$ cat config.mk
export PLATFORM = sky130hd
export DESIGN_NAME = osg_status_gen
export DESIGN_NICKNAME = d
export VERILOG_FILES = /design/src/rtl/osg_pkg.sv /design/src/rtl/osg_read_edge.sv /design/src/rtl/osg_toggle.sv /design/src/rtl/osg_status_word.sv /design/src/rtl/osg_status_gen.sv
export SDC_FILE = /design/constraint.sdc
export NUM_CORES = 1
export LEC_CHECK = 0
export BUFFER_PORTS_ARGS = -buffer_cell sky130_fd_sc_hd__buf_2
export CELL_PAD_IN_SITES_DETAIL_PLACEMENT = 1
export CELL_PAD_IN_SITES_GLOBAL_PLACEMENT = 1
export CORE_MARGIN = 4
export CORE_UTILIZATION = 35
export DETAILED_ROUTE_END_ITERATION = 10
export MAX_ROUTING_LAYER = met4
export PLACE_DENSITY = 0.83
export SLEW_MARGIN = 20
export SYNTH_ARGS = -nofsm -noshare
export SYNTH_HDL_FRONTEND = slang
export SYNTH_HIERARCHICAL = 1
export SYNTH_SLANG_ARGS = --single-unit
$ cat constraint.sdc
create_clock -name clk -period 2.06 [get_ports clk]
set_input_delay 0.103 -clock clk [delete_from_list [all_inputs] [get_ports clk]]
set_output_delay 0.103 -clock clk [all_outputs]
set_load 0.005 [all_outputs]
$ cat src/rtl/osg_pkg.sv
package osg_pkg;

   typedef enum logic {
      OSG_OP_PROGRAM = 1'b0,
      OSG_OP_ERASE   = 1'b1
   } osg_op_e;

   localparam int OSG_MIN_WIDTH = 2;

endpackage

$ cat src/rtl/osg_read_edge.sv
module osg_read_edge (
   input  logic clk,
   input  logic rst_n,
   input  logic rd_en,
   output logic strobe
);

   logic rd_en_prev_q;

   always_ff @(posedge clk or negedge rst_n) begin
      if (!rst_n) rd_en_prev_q <= 1'b0;
      else        rd_en_prev_q <= rd_en;
   end

   assign strobe = rd_en & ~rd_en_prev_q;

   // a held enable yields a single strobe
   p_single_strobe_r2: assert property (@(posedge clk) disable iff (!rst_n)
      strobe |=> !strobe);

endmodule

$ cat src/rtl/osg_toggle.sv
module osg_toggle #(
   parameter logic TOG_INIT = 1'b0
) (
   input  logic clk,
   input  logic rst_n,
   input  logic strobe,
   input  logic busy,
   output logic tog_q
);

   always_ff @(posedge clk or negedge rst_n) begin
      if (!rst_n)              tog_q <= TOG_INIT;
      else if (strobe && busy) tog_q <= ~tog_q;
   end

   // a busy read advances the toggle
   p_toggle_flip_r5: assert property (@(posedge clk) disable iff (!rst_n)
      (strobe && busy) |=> (tog_q != $past(tog_q)));

   // idle reads and idle clocks leave it alone
   p_toggle_frozen_r7: assert property (@(posedge clk) disable iff (!rst_n)
      !(strobe && busy) |=> $stable(tog_q));

endmodule

$ cat src/rtl/osg_status_word.sv
module osg_status_word #(
   parameter int DATA_W   = 8,
   parameter int POLL_BIT = 7,
   parameter int TOG_BIT  = 6
) (
   input  osg_pkg::osg_op_e    op,
   input  logic                poll_src,
   input  logic                tog,
   output logic [DATA_W-1:0]   status
);

   localparam logic POLL_ERASE = 1'b0;

   generate
      if (DATA_W < osg_pkg::OSG_MIN_WIDTH) begin : g_bad_width
         $error("osg_status_word: DATA_W too small");
      end
      if (POLL_BIT >= DATA_W || TOG_BIT >= DATA_W) begin : g_bad_pos
         $error("osg_status_word: status bit outside data word");
      end
      if (POLL_BIT == TOG_BIT) begin : g_bad_overlap
         $error("osg_status_word: polling and toggle bits coincide");
      end
   endgenerate

   genvar b;
   generate
      for (b = 0; b < DATA_W; b++) begin : g_bit
         if (b == POLL_BIT) begin : g_poll
            assign status[b] = (op == osg_pkg::OSG_OP_ERASE) ? POLL_ERASE : ~poll_src;
         end else if (b == TOG_BIT) begin : g_tog
            assign status[b] = tog;
         end else begin : g_pad
            assign status[b] = 1'b0;
         end
      end
   endgenerate

   // status padding bits stay clear
   always_comb begin
      a_pad_zero_r6: assert ((status & ~((DATA_W'(1) << POLL_BIT) | (DATA_W'(1) << TOG_BIT))) == '0);
   end

endmodule

$ cat src/rtl/osg_status_gen.sv
module osg_status_gen #(
   parameter int   DATA_W   = 8,
   parameter int   POLL_BIT = 7,
   parameter int   TOG_BIT  = 6,
   parameter logic TOG_INIT = 1'b0
) (
   input  logic              clk,
   input  logic              rst_n,
   input  logic              busy,
   input  logic              op_erase,
   input  logic              poll_src,
   input  logic              rd_en,
   input  logic [DATA_W-1:0] array_data,
   output logic [DATA_W-1:0] rd_data,
   output logic              busy_n
);

   logic              strobe;
   logic              tog;
   logic [DATA_W-1:0] status;
   logic [DATA_W-1:0] rd_data_q;
   logic              busy_n_q;
   osg_pkg::osg_op_e  op;

   assign op = osg_pkg::osg_op_e'(op_erase);

   osg_read_edge i_edge (
      .clk    (clk),
      .rst_n  (rst_n),
      .rd_en  (rd_en),
      .strobe (strobe)
   );

   osg_toggle #(.TOG_INIT(TOG_INIT)) i_toggle (
      .clk    (clk),
      .rst_n  (rst_n),
      .strobe (strobe),
      .busy   (busy),
      .tog_q  (tog)
   );

   osg_status_word #(
      .DATA_W   (DATA_W),
      .POLL_BIT (POLL_BIT),
      .TOG_BIT  (TOG_BIT)
   ) i_word (
      .op       (op),
      .poll_src (poll_src),
      .tog      (tog),
      .status   (status)
   );

   always_ff @(posedge clk or negedge rst_n) begin
      if (!rst_n)      rd_data_q <= '0;
      else if (strobe) rd_data_q <= busy ? status : array_data;
   end

   always_ff @(posedge clk or negedge rst_n) begin
      if (!rst_n) busy_n_q <= 1'b1;
      else        busy_n_q <= ~busy;
   end

   assign rd_data = rd_data_q;
   assign busy_n  = busy_n_q;

   // ready/busy follows the busy flag one clock later
   p_busy_low_r8: assert property (@(posedge clk) disable iff (!rst_n)
      busy |=> !busy_n);
   p_busy_high_r8: assert property (@(posedge clk) disable iff (!rst_n)
      !busy |=> busy_n);

   // output held between reads
   p_hold_r2: assert property (@(posedge clk) disable iff (!rst_n)
      !strobe |=> $stable(rd_data));

   // program polling bit is inverted
   p_prog_poll_r3: assert property (@(posedge clk) disable iff (!rst_n)
      (strobe && busy && !op_erase) |=> (rd_data[POLL_BIT] == !$past(poll_src)));

   // erase polling bit reads zero
   p_erase_poll_r4: assert property (@(posedge clk) disable iff (!rst_n)
      (strobe && busy && op_erase) |=> (rd_data[POLL_BIT] == 1'b0));

   // idle read returns true data
   p_idle_true_r7: assert property (@(posedge clk) disable iff (!rst_n)
      (strobe && !busy) |=> (rd_data == $past(array_data)));

endmodule

==> flow_summary.ini, run 1 <==
[global_route]
antenna_found_initial = 0
groute.usage.overall = 0.122
first_global_vias = 424
pin_count_of_the_biggest_net_entering_global_routing = 18
global_route.overflow_total = 0
grt_pass1_wl_mm = 1.79

[synthesis]
synth_area_leaders = dfrtp_1 46%, mux2i_1 15%, buf_4 9.6%, a21oi_1 6.4%, nor2_1 6.2%
netlist.top_cell.by_area = dfrtp_1
synthesis.instances = 51
synth_cell_type_count = 14
synth_seq_cells = 11
synthesis_warnings = 6
synth_area_sq_um = 548
synthesis.area_per_instance_sq_um = 10.7
yosysSeqAreaShare = 0.505
fraction_of_post_synthesis_cell_area_in_the_top_cell_type_by_area = 0.457

[worst_setup_path]
timing.critical_path.required_ns = 2.21
r2r_end = i_toggle/tog_q$_DFFE_PN0P_
timing.reg2reg.setup_slack_ns = 0.95
path_class = input port to flip-flop
critical_path_startpoint_category = input port
critical_path_arrival_ns = 1.36
worst-r2r-cell-count = 3
cp-end-kind = flip-flop
worst-path-max-fanout = 17
regToRegStartpoint = i_edge/rd_en_prev_q$_DFF_PN0_

[floorplanning]
fp.dieH_microns = 47.6
initial_core_utilization = 0.368
area_of_the_core_sq_um = 1490
placementRows = 14
dieWidth_microns = 47.6
ios = 23
die-area_sq_um = 2260

[finish]
fin_area_sq_um = 663
filler_cell_count = 180
layout-area-overhead-vs-synth_pct = 21.0
multi_input_area_sq_um = 206
antenna_diode_instance_count = 0
ratio_of_cells_with_drive_above_1_in_the_final_layout = 0.378
final_nets = 89
seq_area_sq_um = 277
fin_cells = 90

[detailed_routing]
dr.pass1.iters = 3
detail_route.drc_violations = 0
drtIter0Drc = 5
vias = 405
drtAntennaViolNets = 0
vias_per_cell = 4.50
wl_per_cell_microns = 12.2
drt_wl_total_mm = 1.10

[status]
status = complete, no violations

[min_path]
hold_path_end = rd_data[6]$_DFFE_PN0P_
hold_path.class = input port to flip-flop
min_delay_path_depth = 3
holdCritStartpoint = array_data[6]

[placement]
dpl-instance-area_sq_um = 617
place_worst_setup_slack_ns = 0.952
post-place-cells = 84
buffer_ports.inserted = 22
place.detailed.hpwl_microns = 830
place.gp.congestion = 0.606

[sta]
final_count_of_negative_setup_slack_endpoints = 0
timing.fmax_ghz = 0.822
fin_skew_ns = 0.00429
finalSetupTns_ns = 0
report.final.slew_viol_count = 0
worst_slack_ns = 0.844
final.min_clock_period_ns = 1.22
layout_worst_path_cycle_share = 0.590
rsz0062_at_grt = false
finalHoldViolations = 0

[clocking]
ctsRootBufferMaster = clkbuf_4
clock_path_buffers = 2
worstSkewPairLatency_ns = 0.26
post-cts-setup-buffers = 0
cts.htree.levels = 1
clk_pin_slew_ns = 0.07
clkSinkCount = 11
numCtsBuffers = 3
cts_tree = built

[pwr]
max-vdd-ir-drop_uv = 357
pwr_density_cell_nw_per_um2 = 791
static-leakage-power_nw = 0.343

[job]
max-cap-violations = 0
## cells in the mapped netlist
cell / n
mux2i_1: 8
buf_4: 7
buf_2: 1
a21oi_2: 1
nand2_1: 1
a21oi_1: 7
xnor2_1: 1
inv_1: 1
nor2b_4: 1
buf_6: 2
nor2_1: 9
conb_1: 1
dfrtp_1: 10
dfstp_2: 1
## per-layer routing
metal,share of wire,vias up,track usage,wire length [microns]
li1,-,200,-,-
met1,0.38,195,0.126,418
met2,0.56,8,0.209,612
met3,0.050,2,0.0226,55
met4,0.011,0,0.0806,12
met5,0,-,-,0
## report_power, final
group / switching, mW / leakage (nW) / internal, mW
logic: 0.0502 / 0.206 / 0.0559
clock network: 0.0695 / 0.0150 / 0.0747
registers: 0.0211 / 0.122 / 0.253
total: 0.141 / 0.343 / 0.384
## flip-flops by register name, indices dropped and copies added (netlist names)
name	flops
rd_data	8
busy_n	1
i_edge/rd_en_prev_q	1
i_toggle/tog_q	1
## timing repair
item                                   4_1_cts  5_1_grt
hold buffers                                 2        0
resized for setup                            0        0
endpoints found under the hold margin       12        0
## cell families after synthesis
group | count (synthesis) | synth area share
simple gates | 11 | 0.0936
other cells | 1 | 0.00684
mux | 8 | 0.146
compound gates | 8 | 0.0799
buf+inv | 11 | 0.153
xor+xnor | 1 | 0.0160
flops | 11 | 0.505
## cells in the final DEF (no fill, tap or decap)
| cell | n |
|---|---|
| dfstp_2 | 1 |
| a21oi_1 | 7 |
| conb_1 | 6 |
| dlygate4sd3_1 | 2 |
| clkbuf_1 | 1 |
| clkbuf_4 | 3 |
| inv_1 | 1 |
| nor2_1 | 9 |
| dfrtp_1 | 10 |
| nand2_1 | 1 |
| xnor2_1 | 1 |
| mux2i_1 | 8 |
| a21oi_2 | 1 |
| nor2b_4 | 1 |
| buf_2 | 22 |
## layout make-up
type,instances,area share
Tap cell,16,0.0302
Timing Repair Buffer,24,0.196
Clock buffer,4,0.0396
Multi-Input combinational cell,34,0.311
Inverter,1,0.00566
Sequential cell,11,0.417
## per-stage QoR
| stage | utilization | power [mW] | hold WS, ns |
|---|---|---|---|
| after floorplan | - | 0.356 | -0.193 |
| after global placement | 0.414 | 0.377 | -0.0207 |
| after detailed placement | 0.414 | 0.385 | -0.0129 |
| after CTS | 0.445 | 0.538 | 0.128 |
| after global routing | 0.445 | 0.563 | 0.159 |
| final | 0.445 | 0.525 | 0.136 |
## worst max-delay path, cell delays in order
cell and delay (ns):
dlygate4sd3_1 0.53, buf_2 0.11, nor2b_4 0.35, nand2_1 0.12, xnor2_1 0.14
## worst max path at each step
| stage | start | endpoint | slack, ns | cells past startpoint |
|---|---|---|---|---|
| after floorplan | i_edge/rd_en_prev_q$_DFF_PN0_ | rd_data[4]$_DFFE_PN0P_ | 1.09 | 5 |
| after global placement | i_edge/rd_en_prev_q$_DFF_PN0_ | i_toggle/tog_q$_DFFE_PN0P_ | 1.01 | 3 |
| after detailed placement | i_edge/rd_en_prev_q$_DFF_PN0_ | i_toggle/tog_q$_DFFE_PN0P_ | 0.95 | 3 |
| after CTS | rd_en | i_toggle/tog_q$_DFFE_PN0P_ | 0.86 | 5 |
| after global routing | rd_en | i_toggle/tog_q$_DFFE_PN0P_ | 0.72 | 5 |
| final | rd_en | i_toggle/tog_q$_DFFE_PN0P_ | 0.84 | 5 |
No activity file was read; power rests on OpenSTA's default activity.
==> run 2: changes to the inputs <==
--- a/config.mk
+++ b/config.mk
@@ -9,10 +9,10 @@
 export CELL_PAD_IN_SITES_DETAIL_PLACEMENT = 1
 export CELL_PAD_IN_SITES_GLOBAL_PLACEMENT = 1
 export CORE_MARGIN = 4
-export CORE_UTILIZATION = 35
+export CORE_UTILIZATION = 33
 export DETAILED_ROUTE_END_ITERATION = 10
 export MAX_ROUTING_LAYER = met4
-export PLACE_DENSITY = 0.83
+export PLACE_DENSITY = 0.8
 export SLEW_MARGIN = 20
 export SYNTH_ARGS = -nofsm -noshare
 export SYNTH_HDL_FRONTEND = slang
==> constraint.sdc (replaced) <==
create_clock -name clk -period 1.25 [get_ports clk]
set_input_delay 0.0625 -clock clk [delete_from_list [all_inputs] [get_ports clk]]
set_output_delay 0.0625 -clock clk [all_outputs]
set_load 0.005 [all_outputs]
==> flow_summary.ini, run 2 (synthesis results as in run 1) <==
[global_route]
pin_count_of_the_biggest_net_entering_global_routing = 13
grt_pass1_wl_mm = 1.82
groute.usage.overall = 0.106
global_route.overflow_total = 0
first_global_vias = 416
antenna_found_initial = 0

[pwr]
power_switching_uw = 236
pwr_density_cell_nw_per_um2 = 1300
power_frac_comb = 0.203
static-leakage-power_nw = 0.349
total_power_uw = 872
p_clk_frac = 0.281
max-vdd-ir-drop_uv = 603
power_switching_share = 0.271
power_frac_seq = 0.516
internal-power_uw = 635

[clocking]
cts-hold-fix-buffers = 2
cts.htree.levels = 1
clock_path_buffers = 2
ctsRootBufferMaster = clkbuf_4
post-cts-setup-buffers = 0
cts.repair.resized = 0
clk_pin_slew_ns = 0.07
clkSinkCount = 11
cts_tree = built
worstSkewPairLatency_ns = 0.27
numCtsBuffers = 3

[detailed_routing]
detail_route.drc_violations = 0
drtAntennaViolNets = 0
dr.pass1.iters = 2
vias = 423
drt_wl_total_mm = 1.13
wl_per_cell_microns = 12.4
vias_per_cell = 4.65
drtIter0Drc = 1

[worst_setup_path]
critical_path_startpoint_category = input port
critical_path_arrival_ns = 1.27
worst-path-max-fanout = 12
timing.critical_path.required_ns = 1.45
worst-r2r-cell-count = 4
path_class = input port to flip-flop
cp-end-kind = flip-flop

[finish]
final_common_cell = buf_2
most-common-layout-cells = 22 x buf_2, 10 x dfrtp_1, 9 x nor2_1
ratio_of_cells_with_drive_above_1_in_the_final_layout = 0.387
final_core_util = 0.435
final_nets = 90
antenna_diode_instance_count = 0
largest_register_ffs = 8
filler_cell_count = 200
layout-area-overhead-vs-synth_pct = 22.4

[floorplanning]
ios = 23
dieWidth_microns = 48.8
area_of_the_core_sq_um = 1540
placementRows = 14
die-area_sq_um = 2380
initial_core_utilization = 0.356
fp.dieH_microns = 48.8

[sta]
report.final.slew_viol_count = 0
layout_worst_path_cycle_share = 0.859
timing.fmax_ghz = 0.931
worst_slack_ns = 0.176
rsz0062_at_grt = false
finalSetupTns_ns = 0
finalHoldViolations = 0
fin_skew_ns = 0.00219
worst_hold_slack_ns = 0.0924
final_count_of_negative_setup_slack_endpoints = 0
final.min_clock_period_ns = 1.07

[placement]
buffer_ports.inserted = 22
place.gp.congestion = 0.581
place_worst_setup_slack_ns = 0.241
place.detailed.hpwl_microns = 845

[min_path]
hold_path.class = input port to flip-flop
min_delay_path_depth = 3

[status]
status = complete, no violations

[job]
max-cap-violations = 0
## run 2: power by group through the flow
| stage | Clock [mW] | Sequential (mW) | Combinational, mW |
|---|---|---|---|
| after detailed placement | 0 | 0.458 | 0.176 |
| final | 0.245 | 0.450 | 0.177 |
| after floorplan | 0 | 0.459 | 0.127 |
| after CTS | 0.266 | 0.452 | 0.181 |
| after global routing | 0.278 | 0.459 | 0.199 |
| after global placement | 0 | 0.457 | 0.169 |
## run 2: worst paths after layout
path	startpoint	endpoint	slack, ns
worst max-delay path	rd_en	rd_data[5]$_DFFE_PN0P_	0.18
worst min-delay path	array_data[7]	rd_data[7]$_DFFE_PN0P_	0.09
worst max register to register	i_edge/rd_en_prev_q$_DFF_PN0_	rd_data[5]$_DFFE_PN0P_	0.23
worst min register to register	i_toggle/tog_q$_DFFE_PN0P_	i_toggle/tog_q$_DFFE_PN0P_	0.47
max in group asynchronous	rst_n	busy_n$_DFF_PN1_	0.81
min in group asynchronous	rst_n	rd_data[5]$_DFFE_PN0P_	0.18
## run 2: area by class of cell
type,instances,area (sq um),area share
clock buffers,4,26.3,0.0392
inverters,1,3.75,0.00560
multi-input cells,34,206,0.308
flip-flops and latches,11,277,0.412
well taps,16,20.0,0.0299
repair buffers,25,138,0.205
## run 2: metal layers
layer / GRT usage / up-vias / wire (microns)
li1: - / 199 / -
met1: 0.103 / 203 / 462
met2: 0.159 / 17 / 529
met3: 0.0460 / 4 / 97
met4: 0.0942 / 0 / 38
met5: - / - / 0
## run 2: per-stage QoR
step,area (sq um),instances
floorplan,567,56
global placement,624,85
detailed placement,624,85
CTS,671,91
global route,671,91
finish,671,91
## run 2: worst max-delay path: stages
cell and delay, ns:
dlygate4sd3_1 0.52, buf_2 0.11, nor2b_4 0.19, buf_4 0.21, nor2_1 0.06, a21oi_1 0.12
